## config.mk

```make
export PLATFORM = sky130hd
export DESIGN_NAME = lcd_scan_driver
export DESIGN_NICKNAME = d
export VERILOG_FILES = /design/src/rtl/lcd_scan_pkg.sv /design/src/rtl/lcd_frame_timer.sv /design/src/rtl/lcd_seg_map.sv /design/src/rtl/lcd_level_drive.sv /design/src/rtl/lcd_scan_driver.sv
export SDC_FILE = /design/constraint.sdc
export NUM_CORES = 1
export LEC_CHECK = 0
export ABC_AREA = 1
export BUFFER_PORTS_ARGS = -buffer_cell sky130_fd_sc_hd__buf_2
export CAP_MARGIN = 20
export CORE_ASPECT_RATIO = 0.75
export CORE_UTILIZATION = 40
export CTS_CLUSTER_SIZE = 20
export DETAILED_ROUTE_END_ITERATION = 10
export PLACE_DENSITY = 0.89
export SLEW_MARGIN = 5
export SYNTH_ARGS = -nofsm -noshare
export SYNTH_HDL_FRONTEND = slang
export SYNTH_SLANG_ARGS = --single-unit
export TNS_END_PERCENT = 1
```

## constraint.sdc

```tcl
create_clock -name clk -period 1.61 [get_ports clk]
set_input_delay 0.322 -clock clk [delete_from_list [all_inputs] [get_ports clk]]
set_output_delay 0.322 -clock clk [all_outputs]
set_load 0.005 [all_outputs]
```

## src/rtl/lcd_scan_pkg.sv

```systemverilog
package lcd_scan_pkg;

    typedef enum logic [1:0] {
        LVL_GND   = 2'd0,
        LVL_THIRD = 2'd1,
        LVL_TWO3  = 2'd2,
        LVL_FULL  = 2'd3
    } lvl_e;

    typedef enum logic [1:0] {
        ROLE_MASTER = 2'b00,
        ROLE_ALONE  = 2'b01,
        ROLE_RSVD   = 2'b10,
        ROLE_SLAVE  = 2'b11
    } role_e;

    typedef struct packed {
        logic [1:0] phase;   // 0,1,2 = first, second, third backplane
        logic       late;    // second half of the phase
    } scan_pos_t;

    typedef struct packed {
        logic use_ext;   // step on external oscillator edges
        logic a_drive;   // first backplane pin driven
        logic c_osc;     // third backplane pin carries oscillator
    } pin_cfg_t;

    function automatic pin_cfg_t decode_role(role_e r);
        pin_cfg_t c;
        c.use_ext = (r == ROLE_SLAVE);
        c.a_drive = (r == ROLE_MASTER) || (r == ROLE_ALONE);
        c.c_osc   = (r == ROLE_MASTER) || (r == ROLE_RSVD);
        return c;
    endfunction

    // kind: 0 = pin A, 1 = pin B, 2 = pin C of a digit; phase: backplane index
    function automatic int unsigned map_bit(int unsigned kind, int unsigned digit,
                                            int unsigned phase, int unsigned digits);
        int unsigned base;
        int unsigned off;
        base = 8 * digit;
        off  = 0;
        case (kind)
            0: off = (phase == 0) ? 6 : (phase == 1) ? 5 : 0;
            1: off = (phase == 0) ? 7 : (phase == 1) ? 1 : 4;
            default: off = (phase == 0) ? 2 : 3;
        endcase
        if (kind >= 2 && phase >= 2) return 8 * digits + digit;
        return base + off;
    endfunction

    function automatic lvl_e plane_level(logic active, logic late);
        if (active) return late ? LVL_GND : LVL_FULL;
        return late ? LVL_TWO3 : LVL_THIRD;
    endfunction

    function automatic lvl_e segment_level(logic lit, logic late);
        if (lit) return late ? LVL_FULL : LVL_GND;
        return late ? LVL_THIRD : LVL_TWO3;
    endfunction

endpackage

```

## src/rtl/lcd_frame_timer.sv

```systemverilog
module lcd_frame_timer
    import lcd_scan_pkg::*;
#(
    parameter int PHASE_LEN = 64
) (
    input  logic      clk,
    input  logic      rst,
    input  logic      osc_tick,
    input  logic      ext_osc,
    input  logic      sync_wr,
    input  pin_cfg_t  cfg,
    output scan_pos_t pos,
    output logic      adv,
    output logic      osc_q
);
    localparam int SUB_W = (PHASE_LEN > 2) ? $clog2(PHASE_LEN) : 1;
    localparam logic [SUB_W-1:0] SUB_LAST = SUB_W'(PHASE_LEN - 1);
    localparam logic [SUB_W-1:0] SUB_HALF = SUB_W'(PHASE_LEN / 2);

    logic [SUB_W-1:0] sub;
    logic [1:0]       phase;
    logic             ext_q;

    assign adv = cfg.use_ext ? (ext_osc & ~ext_q) : osc_tick;

    always_ff @(posedge clk) begin
        if (rst) begin
            ext_q <= 1'b0;
            osc_q <= 1'b0;
        end else begin
            ext_q <= ext_osc;
            osc_q <= osc_tick & ~cfg.use_ext;
        end
    end

    always_ff @(posedge clk) begin
        if (rst || sync_wr) begin
            sub   <= '0;
            phase <= 2'd0;
        end else if (adv) begin
            if (sub == SUB_LAST) begin
                sub   <= '0;
                phase <= (phase == 2'd2) ? 2'd0 : phase + 2'd1;
            end else begin
                sub <= sub + 1'b1;
            end
        end
    end

    assign pos.phase = phase;
    assign pos.late  = (sub >= SUB_HALF);
endmodule

```

## src/rtl/lcd_seg_map.sv

```systemverilog
module lcd_seg_map
    import lcd_scan_pkg::*;
#(
    parameter int DIGITS = 4
) (
    input  logic [9*DIGITS-1:0] seg_bits,
    input  logic [1:0]          phase,
    output logic [3*DIGITS-1:0] seg_on
);
    for (genvar k = 0; k < 3; k++) begin : g_kind
        for (genvar d = 0; d < DIGITS; d++) begin : g_digit
            localparam int unsigned IA = map_bit(k, d, 0, DIGITS);
            localparam int unsigned IB = map_bit(k, d, 1, DIGITS);
            localparam int unsigned IC = map_bit(k, d, 2, DIGITS);
            always_comb begin
                case (phase)
                    2'd0:    seg_on[k*DIGITS+d] = seg_bits[IA];
                    2'd1:    seg_on[k*DIGITS+d] = seg_bits[IB];
                    default: seg_on[k*DIGITS+d] = seg_bits[IC];
                endcase
            end
        end
    end
endmodule

```

## src/rtl/lcd_level_drive.sv

```systemverilog
module lcd_level_drive
    import lcd_scan_pkg::*;
#(
    parameter int DIGITS = 4
) (
    input  scan_pos_t           pos,
    input  pin_cfg_t            cfg,
    input  logic                osc_q,
    input  logic [3*DIGITS-1:0] seg_on,
    output logic [5:0]          bp_code,
    output logic [6*DIGITS-1:0] seg_code
);
    for (genvar i = 0; i < 3; i++) begin : g_plane
        lvl_e lvl;
        assign lvl = plane_level(pos.phase == 2'(i), pos.late);
        if (i == 0) begin : g_a
            assign bp_code[1:0] = cfg.a_drive ? lvl : LVL_GND;
        end else if (i == 2) begin : g_c
            assign bp_code[5:4] = cfg.c_osc ? (osc_q ? LVL_FULL : LVL_GND) : lvl;
        end else begin : g_b
            assign bp_code[2*i +: 2] = lvl;
        end
    end

    for (genvar j = 0; j < 3*DIGITS; j++) begin : g_seg
        assign seg_code[2*j +: 2] = segment_level(seg_on[j], pos.late);
    end
endmodule

```

## src/rtl/lcd_scan_driver.sv

```systemverilog
module lcd_scan_driver
    import lcd_scan_pkg::*;
#(
    parameter int PHASE_LEN = 64,
    parameter int DIGITS    = 4
) (
    input  logic                clk,
    input  logic                rst,
    input  logic                osc_tick,
    input  logic                ext_osc,
    input  logic [1:0]          mode,
    input  logic                sync_wr,
    input  logic [9*DIGITS-1:0] seg_bits,
    output logic [5:0]          bp_code,
    output logic [6*DIGITS-1:0] seg_code,
    output logic                pin_a_oe,
    output logic                pin_c_osc
);
    pin_cfg_t            cfg;
    scan_pos_t           pos;
    logic                adv;
    logic                osc_q;
    logic [3*DIGITS-1:0] seg_on;

    assign cfg       = decode_role(role_e'(mode));
    assign pin_a_oe  = cfg.a_drive;
    assign pin_c_osc = cfg.c_osc;

    lcd_frame_timer #(.PHASE_LEN(PHASE_LEN)) u_timer (
        .clk(clk), .rst(rst), .osc_tick(osc_tick), .ext_osc(ext_osc),
        .sync_wr(sync_wr), .cfg(cfg), .pos(pos), .adv(adv), .osc_q(osc_q)
    );

    lcd_seg_map #(.DIGITS(DIGITS)) u_map (
        .seg_bits(seg_bits), .phase(pos.phase), .seg_on(seg_on)
    );

    lcd_level_drive #(.DIGITS(DIGITS)) u_drive (
        .pos(pos), .cfg(cfg), .osc_q(osc_q), .seg_on(seg_on),
        .bp_code(bp_code), .seg_code(seg_code)
    );
endmodule

```

==> results of run 1 <==
## per-stage QoR
| stage | utilization, % | power, W | instance area [sq um] | setup TNS, ns | instances |
|---|---|---|---|---|---|
| after floorplan | - | 0.0003195 | 977.2 | 0 | 164 |
| after global placement | 56.15 | 0.0003979 | 1296 | 0 | 258 |
| after detailed placement | 56.15 | 0.0003997 | 1296 | 0 | 258 |
| after CTS | 61.14 | 0.0006305 | 1411 | -0.7431 | 266 |
| after global routing | 64.39 | 0.0006729 | 1486 | -1.898 | 267 |
| final | 64.39 | 0.0006313 | 1486 | -0.7325 | 267 |
## path summary, 6_finish.rpt
check | to | slack [ns] | depth (start not counted)
setup / recovery | seg_code[19] | -0.07 | 7
hold / removal | u_timer.osc_q | 0.23 | 2
setup reg to reg | u_timer.sub[5] | 0.33 | 6
hold reg to reg | u_timer.sub[4] | 0.47 | 2
## registers in the layout (all words and copies together) (netlist names)
register       flops
u_timer.ext_q      1
u_timer.osc_q      1
u_timer.phase      2
u_timer.sub        6
## area by class of cell
type | instances | area share (%)
tap | 34 | 2.862
clock buffer | 4 | 2.441
multi-input combinational | 124 | 45.96
inverter | 10 | 2.862
timing repair buffer | 85 | 32.07
sequential | 10 | 13.80
## worst register-to-register path, stage by stage (launching register included)
cell,delay (ns)
dfxtp_1,0.39
ha_1,0.21
nand2_1,0.10
nor3_1,0.17
nand2_1,0.11
nand2_1,0.14
nor2_1,0.06
## power breakdown
group          internal, W  total, W  switching (W)
Combinational    0.0000785  0.000148      0.0000692
Clock             0.000137  0.000229      0.0000920
Sequential        0.000251  0.000254     0.00000356
Total             0.000467  0.000631       0.000165
## repair_timing
action,in CTS,in global routing
pin swaps,2,1
buffers inserted,4,1
resized for setup,12,16
setup endpoints to repair,15,15
## cell families after synthesis
group,Yosys count
AO/OA/AOI/OAI,8
XOR/XNOR,12
buffers and inverters,30
AND/OR/NAND/NOR,102
adder cells (fa/ha/maj),2
flip-flops,10
## cell usage in the layout, fill, tap and decap left out
master,instances
buf_12,1
nand3_1,8
xor2_1,12
ha_1,2
nor2_1,16
nand4_1,2
nor3_1,4
nand2_4,1
a21oi_1,5
nor3b_2,1
clkbuf_8,1
clkbuf_4,3
buf_2,74
nand3_2,11
inv_1,8
nand2_2,4
dfxtp_1,8
buf_6,3
dfxtp_4,1
dfxtp_2,1
inv_4,2
nor2_4,2
buf_4,7
nand2_1,53
o21ai_0,3
## metal layers
layer | global-route usage (%) | part of all wire [%]
met5 | 0 | 0
met4 | 6.190 | 0
met3 | 6.877 | 8.7
met2 | 37.95 | 47
met1 | 24.21 | 44
==> metrics.md, run 1 <==
| Metric | Value |
|---|---|
| Crit path DAT | `about 1.4 ns` |
| Post-synthesis sequential area ratio | `about a fifth` |
| Vias in the first global route | `1069` |
| Total grt overflow | `0` |
| Worst path slowest cell | `dfxtp_4` |
| Max-cap viol count | `0` |
| CP max FO | `7` |
| Fmax achieved | `595.6 MHz` |
| Worst vdd rail ir drop | `~0.32 mV` |
| DR iter-0 viols | `61` |
| Hold WS | `0.2323 ns` |
| Critical Path Start | `u_timer.phase[0]` |
| Post-Synth Simple-Gate Area | `44.05%` |
| Clock transition at path regs | `0.07 ns` |
| Seq cells post-synth | `10` |
| Yosys top cell by area | `nand2_1` |
| Ranking of synthesized cells by area | `nand2_1, dfxtp_1, buf_4` |
| Worst clock skew | `0.002443 ns` |
| DRC | `0` |
| Final layout net count | `279` |
| Number of enable flip-flop cells after synthesis | `0` |
| RSZ-0062 raised after global routing | `true` |
| DR pass1 iterations | `4` |
| Largest family of logic cells by synthesized area | `simple AND/OR/NAND/NOR gates` |
| P per Cell Area | `~420 mW/mm^2` |
| Post-DP HPWL | `around 2.0 mm` |
| Failing checks | `negative setup slack` |
| Clock sinks | `10` |
| Slew headroom | `66.90%` |
| Area taken by multi-input logic gates | `683.2 sq um` |
| Post-synth top flop | `dfxtp_1` |
| Worst path bufs/invs | `3` |
| FILL cells | `197` |
| Post-Syn Nets | `209` |
| Leakage | `0.8297 nW` |
| Final WS setup | `-0.06906 ns` |
| Post-synth ARST share | `0%` |
| Port buffer count | `74` |
| Die area | `0.002647 sq mm` |
| Minimum clock period | `1.679 ns` |
| Max stage delay on crit path | `0.39 ns` |
| CTS buffer count | `3` |
| Post-synth top cells | `nand2_1, nand3_1, buf_4, nor2_1, xor2_1` |
| Cell area after synthesis | `977.2 sq um` |
| Setup WS pre-CTS | `0.09137 ns` |
| TritonCTS clock tree | `built` |
| Nature of the critical path endpoint | `output port` |
| Syn Inst Count | `164` |
| # rows | `15` |
| Fraction of final layout cells sized beyond drive strength 1 | `between 40% and 50%` |
| Top delay family on crit path | `flip-flops` |
| Ant. Diodes | `0` |
| Mux cell area share after synthesis | `0%` |
| Synth Area in Compound Gates | `4.097%` |
| Root Buffer Master | `clkbuf_4` |
| Critical path startpoint category | `register` |
| Yosys cell types | `18` |
| Status | `complete, but fails checks` |
| Number of vias per cell | `4.629` |
| Yosys top cell area share | `22.28%` |
| WL final | `2.806 mm` |
| Class of the worst hold path | `in -> reg` |
| Post-synthesis xor/xnor area fraction | `10.76%` |
| RR Startpoint | `u_timer.sub[0]` |
| Most frequent cell after synthesis | `nand2_1` |
| Vias | `around 1200` |
| Clk_lat worst skew | `between 0.2 and 0.3 ns` |
| Clock tree buffer depth | `2` |
| Max Slew Vio Count | `0` |
| Adder-cell share of the synthesized area | `2.561%` |
| Total core area | `0.002308 sq mm` |
| Area grow syn2layout | `52.11%` |
| Global-route wire length before repair | `4.222 mm` |
| Routability cong. | `0.7389` |
| Data required, critical path | `about 1.3 ns` |
| Pin count of the biggest net entering global routing | `19` |
| Global Route Usage Sum | `21.14%` |
| Final hold vios | `0` |
| Post-route clock period utilization | `104.3%` |
| Ys Warns | `0` |
| WL per Instance | `10.51 microns` |
| Starting density of the core | `42.33%` |
| Setup CP Type | `reg -> out` |
| Post-Synthesis Mean Instance Area | `~6 sq um` |
| # IOs | `75` |
| Register area | `approximately 210 sq um` |
| Die width | `slightly below 60 microns` |
| Die Span Y | `approximately 45 microns` |
| Critical-path cell list | `inv_4, nor2_4, buf_12, nand2_1, nand3_2, xor2_1, buf_2` |
| Antenna Violating Nets Remaining | `0` |
| Worst-Margin Slew | `about 0.5 ns` |
| Setup violators final | `14` |
| # hold bufs at CTS | `0` |
| Initial antenna violation count | `0` |
| H-tree levels | `1` |
| Worst Min Path Start | `rst` |
No activity file was read; power rests on OpenSTA's default activity.
==> run 2, diff against run 1 <==
--- a/config.mk
+++ b/config.mk
@@ -9,10 +9,10 @@
 export BUFFER_PORTS_ARGS = -buffer_cell sky130_fd_sc_hd__buf_2
 export CAP_MARGIN = 20
 export CORE_ASPECT_RATIO = 0.75
-export CORE_UTILIZATION = 40
+export CORE_UTILIZATION = 43
 export CTS_CLUSTER_SIZE = 20
 export DETAILED_ROUTE_END_ITERATION = 10
-export PLACE_DENSITY = 0.89
+export PLACE_DENSITY = 0.94
 export SLEW_MARGIN = 5
 export SYNTH_ARGS = -nofsm -noshare
 export SYNTH_HDL_FRONTEND = slang
==> constraint.sdc (replaced) <==
create_clock -name clk -period 2.1 [get_ports clk]
set_input_delay 0.42 -clock clk [delete_from_list [all_inputs] [get_ports clk]]
set_output_delay 0.42 -clock clk [all_outputs]
set_load 0.02 [all_outputs]
==> metrics.md, run 2 (synthesis gave the netlist of run 1 again) <==
| Metric | Value |
|---|---|
| Clk_lat worst skew | `0.26 ns (was 0.27 ns)` |
| Worst vdd rail ir drop | `0.3340 mV (was 0.3185 mV)` |
| DRC | `14 (was 0)` |
| Vias | `1207 (was 1236)` |
| Clock tree buffer depth | `2 (unchanged)` |
| Most frequent cells in the layout | `buf_2, nand2_1, nand3_1, nor2_1, xor2_1 (was buf_2, nand2_1, nor2_1, xor2_1, nand3_2)` |
| CP max FO | `13 (was 7)` |
| Reg with most FFs | `u_timer.sub (unchanged)` |
| Critical-path cell list | `inv_2, nor2_4, nand2_1, nand3_1, xor2_1, buf_2 (was inv_4, nor2_4, buf_12, nand2_1, nand3_2, xor2_1, buf_2)` |
| Ant. Diodes | `0 (unchanged)` |
| Global Route Usage Sum | `21.54% (was 21.14%)` |
| Antenna Violating Nets Remaining | `0 (unchanged)` |
| Nature of the critical path endpoint | `output port (unchanged)` |
| Data required, critical path | `1.68 ns (was 1.29 ns)` |
| Int Pwr | `0.0003160 W (was 0.0004666 W)` |
| Sequential power share | `43.7% (was 40.3%)` |
| Regs by FF count | `u_timer.sub x6, u_timer.phase x2 (unchanged)` |
| DR pass1 iterations | `7 (was 4)` |
| WL per Instance | `10.36 microns (was 10.51 microns)` |
| Worst-Margin Slew | `0.4696 ns (was 0.4947 ns)` |
| # rows | `14 (was 15)` |
| Slew headroom | `68.58% (was 66.90%)` |
| Initial antenna violation count | `0 (unchanged)` |
| Final hold vios | `0 (unchanged)` |
| Pin count of the biggest net entering global routing | `19 (unchanged)` |
| Leakage | `0.7119 nW (was 0.8297 nW)` |
| CTS buffer count | `3 (unchanged)` |
| Setup violators final | `0 (was 14)` |
| RR Startpoint | `u_timer.sub[0] (unchanged)` |
| Fraction of final layout cells sized beyond drive strength 1 | `37.95% (was 48.07%)` |
| Max Slew Vio Count | `0 (unchanged)` |
| # IOs | `75 (unchanged)` |
| Post-CTS setup repair buffer count | `0 (was 4)` |
| Vias in the first global route | `1005 (was 1069)` |
| Failing checks | `design-rule violations (was negative setup slack)` |
| Class of the worst hold path | `in -> reg (unchanged)` |
| Worst Min Path Start | `rst (unchanged)` |
| Worst path slowest cell | `dfxtp_2 (was dfxtp_4)` |
| Max-cap viol count | `0 (unchanged)` |
| Routability cong. | `0.7923 (was 0.7389)` |
| Minimum clock period | `around 1.9 ns` |
| WHS Path Cells | `2 (unchanged)` |
| Commonest non-fill, non-tap cell in the layout | `buf_2 (unchanged)` |
| Post-DP HPWL | `2.008 mm (was 1.958 mm)` |
| FILL cells | `205 (was 197)` |
| Number of flip-flops in the largest register | `6 (unchanged)` |
| Number of vias per cell | `4.867 (was 4.629)` |
| Max stage delay on crit path | `0.37 ns (was 0.39 ns)` |
| Clock transition at path regs | `0.06 ns (was 0.07 ns)` |
| Setup TNS | `0 ns (was -0.7325 ns)` |
| Layout Cells excl Fill | `248 (was 267)` |
| Die width | `57.05 microns (was 59.07 microns)` |
| TritonCTS clock tree | `built (unchanged)` |
| Starting density of the core | `47.28% (was 42.33%)` |
| Final Util | `62.17% (was 64.39%)` |
| Hold worst-path end | `u_timer.ext_q (was u_timer.osc_q)` |
| WL final | `2.570 mm (was 2.806 mm)` |
| Area grow syn2layout | `31.50% (was 52.11%)` |
| Dpl cells | `245 (was 258)` |
| RSZ-0062 raised after global routing | `false (was true)` |
| H-tree levels | `1 (unchanged)` |
| Clock sinks | `10 (unchanged)` |
| Hold WS | `0.3467 ns (was 0.2323 ns)` |
| Final layout net count | `271 (was 279)` |
| Total grt overflow | `0 (unchanged)` |
| Clock power share | `28.4% (was 36.3%)` |
| Fmax achieved | `523.1 MHz` |
| Global-route wire length before repair | `4.098 mm (was 4.222 mm)` |
| Sw Share | `29.60% (was 26.09%)` |
| Die Span Y | `43.29 microns (was 44.81 microns)` |
| Port buffer count | `74 (unchanged)` |
| DR iter-0 viols | `118 (was 61)` |
| Critical path startpoint category | `register (unchanged)` |
| Crit path DAT | `1.49 ns (was 1.36 ns)` |
| FF-to-FF End | `u_timer.sub[0] (was u_timer.sub[5])` |
| Cells on worst reg2reg path | `6 (unchanged)` |
| P per Cell Area | `349.3 mW/mm^2 (was 424.7 mW/mm^2)` |
| Sw power | `0.0001329 W (was 0.0001647 W)` |
| Setup CP Type | `reg -> out (unchanged)` |
| Post-route clock period utilization | `91.03%` |
| Status | `complete, but fails checks (unchanged)` |
| Die area | `0.002469 sq mm (was 0.002647 sq mm)` |
| Worst clock skew | `0.002163 ns (was 0.002443 ns)` |
| Total core area | `0.002067 sq mm (was 0.002308 sq mm)` |
| FF-to-FF setup slack | `0.83 ns (was 0.33 ns)` |
| Power share of the combinational group | `27.9% (was 23.4%)` |
| Root Buffer Master | `clkbuf_4 (unchanged)` |
run 2: changes by cell type in the layout (fill, tap and decap cells not counted), sizes merged:
cell,delta
clkbuf,-1
buf,-8
run 2: worst max-delay path by stage:
stage / end / startpoint / cells past startpoint
6_report: seg_code[17] / u_timer.phase[0] / 6
5_1_grt: bp_code[5] / u_timer.phase[1] / 5
4_1_cts: seg_code[17] / u_timer.phase[0] / 6
3_5_place_dp: seg_code[17] / u_timer.phase[0] / 6
3_3_place_gp: seg_code[17] / u_timer.phase[0] / 6
2_1_floorplan: bp_code[1] / u_timer.phase[1] / 5
run 2: through the flow:
step	setup slack, ns	area [sq um]	total power (W)
2_1_floorplan	0.4073	977.2	0.0002658
3_3_place_gp	0.4231	1261	0.0003246
3_5_place_dp	0.3992	1261	0.0003257
4_1_cts	0.1099	1284	0.0004528
5_1_grt	0.06087	1285	0.0004752
6_report	0.1883	1285	0.0004489
run 2: per-layer routing:
metal | global-route usage [%] | share of wire [%]
met1 | 24.58 | 40
met2 | 38.59 | 48
met3 | 6.707 | 12
met4 | 6.341 | 0.47
met5 | 0 | 0
run 2: critical path: cells and delay by family (launching register included):
family / cells / cell delay (ns)
XOR/XNOR: 1 / 0.14
buffers and inverters: 2 / 0.25
flip-flops: 1 / 0.37
AND/OR/NAND/NOR: 3 / 0.47
run 2: repair_timing:
action / 4_1_cts / 5_1_grt
setup endpoints to repair: 0 / 1
hold buffers: 0 / 0
gates resized for setup: 0 / 1
run 2: power by group through the flow:
stage / sequential (W) / combinational, W / clock, W
6_report: 0.000196 / 0.000125 / 0.000127
5_1_grt: 0.000197 / 0.000137 / 0.000141
4_1_cts: 0.000196 / 0.000126 / 0.000131
3_5_place_dp: 0.000200 / 0.000125 / 0
3_3_place_gp: 0.000200 / 0.000124 / 0
2_1_floorplan: 0.000200 / 0.0000661 / 0
run 2: layout make-up:
type / count / area, sq um / share of cell area (%)
Multi-Input combinational cell: 124 / 600.6 / 46.74
Sequential cell: 10 / 201.4 / 15.68
Inverter: 10 / 37.54 / 2.921
Tap cell: 24 / 30.03 / 2.337
Timing Repair Buffer: 77 / 392.9 / 30.57
Clock buffer: 3 / 22.52 / 1.753
==> run 3, diff against run 2 <==
--- a/config.mk
+++ b/config.mk
@@ -9,12 +9,13 @@
 export BUFFER_PORTS_ARGS = -buffer_cell sky130_fd_sc_hd__buf_2
 export CAP_MARGIN = 20
 export CORE_ASPECT_RATIO = 0.75
-export CORE_UTILIZATION = 43
+export CORE_UTILIZATION = 45
 export CTS_CLUSTER_SIZE = 20
 export DETAILED_ROUTE_END_ITERATION = 10
 export PLACE_DENSITY = 0.94
 export SLEW_MARGIN = 5
 export SYNTH_ARGS = -nofsm -noshare
 export SYNTH_HDL_FRONTEND = slang
+export SYNTH_HIERARCHICAL = 1
 export SYNTH_SLANG_ARGS = --single-unit
 export TNS_END_PERCENT = 1
==> metrics.md, run 3 <==
| Metric | Value |
|---|---|
| Post-synth ARST share | `0% (unchanged)` |
| # hold bufs at CTS | `0 (unchanged)` |
| Data required, critical path | `1.68 ns (about the same)` |
| Yosys top cell by area | `dfxtp_1 (was nand2_1)` |
| Final WS setup | `0.1125 ns (was 0.1883 ns)` |
| Top delay family on crit path | `simple AND/OR/NAND/NOR gates (unchanged)` |
| Port buffer count | `74 (unchanged)` |
| Int Pwr | `0.0003596 W (was 0.0003160 W)` |
| Post-Synthesis Mean Instance Area | `6.117 sq um (was 5.958 sq um)` |
| CTS buffer count | `3 (unchanged)` |
| Setup WS pre-CTS | `0.3647 ns (was 0.3992 ns)` |
| Most frequent cells in the layout | `buf_2, nand2_1, nand3_1, inv_1, nor2_1 (was buf_2, nand2_1, nand3_1, nor2_1, xor2_1)` |
| Worst-Margin Slew | `0.4568 ns (was 0.4696 ns)` |
| Worst vdd rail ir drop | `0.2700 mV (was 0.3340 mV)` |
| Sequential power share | `38.8% (was 43.7%)` |
| Regs by FF count | `u_timer/sub x6, u_timer/phase x2 (was u_timer.sub x6, u_timer.phase x2)` |
| Die width | `59.12 microns (was 57.05 microns)` |
| Nature of the critical path endpoint | `output port (unchanged)` |
| Area grow syn2layout | `28.98% (was 31.50%)` |
| Starting density of the core | `47.70% (was 47.28%)` |
| Hold WS | `0.3431 ns (was 0.3467 ns)` |
| Post-synth top cells | `nand2_1, nand3_1, inv_1, nor2_1 (was nand2_1, nand3_1, buf_4, nor2_1, xor2_1)` |
| Setup TNS | `0 ns (unchanged)` |
| Reg with most FFs | `u_timer/sub (was u_timer.sub)` |
| Yosys cell types | `21 (was 18)` |
| Setup CP Type | `reg -> out (unchanged)` |
| Fraction of final layout cells sized beyond drive strength 1 | `37.86% (was 37.95%)` |
| RSZ-0062 raised after global routing | `true (was false)` |
| Critical path startpoint category | `register (unchanged)` |
| TritonCTS clock tree | `built (unchanged)` |
| Crit path DAT | `1.57 ns (was 1.49 ns)` |
| Total grt overflow | `0 (unchanged)` |
| Number of enable flip-flop cells after synthesis | `0 (unchanged)` |
| DR iter-0 viols | `50 (was 118)` |
| Syn Inst Count | `180 (was 164)` |
| P per Cell Area | `355.6 mW/mm^2 (was 349.3 mW/mm^2)` |
| Ant. Diodes | `0 (unchanged)` |
| Global Route Usage Sum | `20.99% (was 21.54%)` |
| Power share of the combinational group | `26.4% (was 27.9%)` |
| Max-cap viol count | `0 (unchanged)` |
| Routability cong. | `0.8262 (was 0.7923)` |
| Post-route clock period utilization | `94.64% (was 91.03%)` |
| Root Buffer Master | `clkbuf_4 (unchanged)` |
| Vias in the first global route | `1094 (was 1005)` |
| Post-DP HPWL | `2.034 mm (was 2.008 mm)` |
| Initial antenna violation count | `0 (unchanged)` |
| Commonest non-fill, non-tap cell in the layout | `buf_2 (unchanged)` |
| Post-synthesis sequential area ratio | `18.18% (was 20.49%)` |
| Most frequent cell after synthesis | `nand2_1 (unchanged)` |
| Vias | `1307 (was 1207)` |
| Final hold vios | `0 (unchanged)` |
| Clk_lat worst skew | `0.27 ns (was 0.26 ns)` |
| Pin count of the biggest net entering global routing | `17 (was 19)` |
| CP max FO | `12 (was 13)` |
| Seq cells post-synth | `10 (unchanged)` |
| Class of the worst hold path | `in -> reg (unchanged)` |
| Worst path bufs/invs | `1 (was 2)` |
| H-tree levels | `1 (unchanged)` |
| Worst path slowest cell | `nor2_2 (was dfxtp_2)` |
| # IOs | `75 (unchanged)` |
| Number of flip-flops in the largest register | `6 (unchanged)` |
| Die area | `0.002651 sq mm (was 0.002469 sq mm)` |
| Sw Share | `28.79% (was 29.60%)` |
| Cell area after synthesis | `0.001101 sq mm (was 977.2 sq um)` |
| Post-synth top flop | `dfxtp_1 (unchanged)` |
| Clock sinks | `10 (unchanged)` |
| Post-CTS setup repair buffer count | `0 (unchanged)` |
| Antenna Violating Nets Remaining | `0 (unchanged)` |
| Sw power | `0.0001454 W (was 0.0001329 W)` |
| Ys Warns | `6 (was 0)` |
| Setup violators final | `0 (unchanged)` |
| Max stage delay on crit path | `0.41 ns (was 0.37 ns)` |
| Minimum clock period | `1.987 ns (was 1.912 ns)` |
| Final layout net count | `291 (was 271)` |
| Number of vias per cell | `4.718 (was 4.867)` |
| WL per Instance | `9.343 microns (was 10.36 microns)` |
| Clock tree buffer depth | `2 (unchanged)` |
| Total core area | `0.002308 sq mm (was 0.002067 sq mm)` |
| Fmax achieved | `503.2 MHz (was 523.1 MHz)` |
| Status | `finished, final reports clean (was complete, but fails checks)` |
| Critical-path cell list | `nor2_2, nand2_1, nand3_1, xnor2_1, buf_2 (was inv_2, nor2_4, nand2_1, nand3_1, xor2_1, buf_2)` |
| Post-Syn Nets | `227 (was 209)` |
| Leakage | `0.7637 nW (was 0.7119 nW)` |
| Yosys top cell area share | `18.18% (was 22.28%)` |
| DRC | `0 (was 14)` |
| Die Span Y | `44.84 microns (was 43.29 microns)` |
| Global-route wire length before repair | `4.409 mm (was 4.098 mm)` |
| WL final | `2.588 mm (was 2.570 mm)` |
| DR pass1 iterations | `6 (was 7)` |
| Max Slew Vio Count | `0 (unchanged)` |
| Clock transition at path regs | `0.07 ns (was 0.06 ns)` |
| # rows | `15 (was 14)` |
| Post-CTS resize count | `0 (unchanged)` |
| Clock power share | `34.8% (was 28.4%)` |
| Worst clock skew | `0.001961 ns (was 0.002163 ns)` |
| Slew headroom | `69.52% (was 68.58%)` |
| Ranking of synthesized cells by area | `dfxtp_1, nand2_1, nand3_1 (was nand2_1, dfxtp_1, buf_4)` |
run 3: area by class of cell:
type / count / area, sq um
multi-input cells: 130 / 656.9
fillers: 216 / 888.4
repair buffers: 79 / 407.9
flip-flops and latches: 10 / 201.4
well taps: 34 / 42.54
inverters: 20 / 75.07
clock buffers: 4 / 36.28
run 3: power groups by stage:
stage / Sequential (W) / Clock [W] / Combinational [W]
3_3_place_gp: 0.000200 / 0 / 0.000132
2_1_floorplan: 0.000200 / 0 / 0.0000749
5_1_grt: 0.000196 / 0.000189 / 0.000148
3_5_place_dp: 0.000200 / 0 / 0.000134
6_report: 0.000196 / 0.000176 / 0.000133
4_1_cts: 0.000196 / 0.000179 / 0.000134
run 3: metal layers:
metal | up-vias | GRT usage, % | share of wire, %
met2 | 62 | 36.36 | 46
li1 | 670 | - | -
met5 | - | 0 | 0
met1 | 571 | 27.45 | 46
met3 | 4 | 4.585 | 7.1
met4 | 0 | 3.333 | 1.0
run 3: kinds of logic after synthesis:
family / after synthesis / share of synthesized area [%]
AND/OR/NAND/NOR: 106 / 41.93
buffers and inverters: 40 / 22.16
XOR/XNOR: 12 / 9.545
flip-flops: 10 / 18.18
AO/OA/AOI/OAI: 8 / 3.636
adder cells (fa/ha/maj): 4 / 4.546
run 3: stage by stage:
step                      total power, W  utilization, %  instance area (sq um)  std cells
final                          0.0005050           61.52                   1420        277
after global routing           0.0005335           61.52                   1420        277
after global placement         0.0003316           59.89                   1383        273
after detailed placement       0.0003339           59.89                   1383        273
after floorplan                0.0002746               -                   1101        180
after CTS                      0.0005087           61.46                   1419        277
run 3: worst paths after layout:
kind                          from             end  slack [ns]  cells past startpoint
hold reg to reg     u_timer/sub[0]  u_timer/sub[0]        0.51                      2
hold / removal                 rst   u_timer/ext_q        0.34                      2
setup / recovery  u_timer/phase[1]     seg_code[7]        0.11                      5
setup reg to reg    u_timer/sub[1]  u_timer/sub[5]        0.84                      6
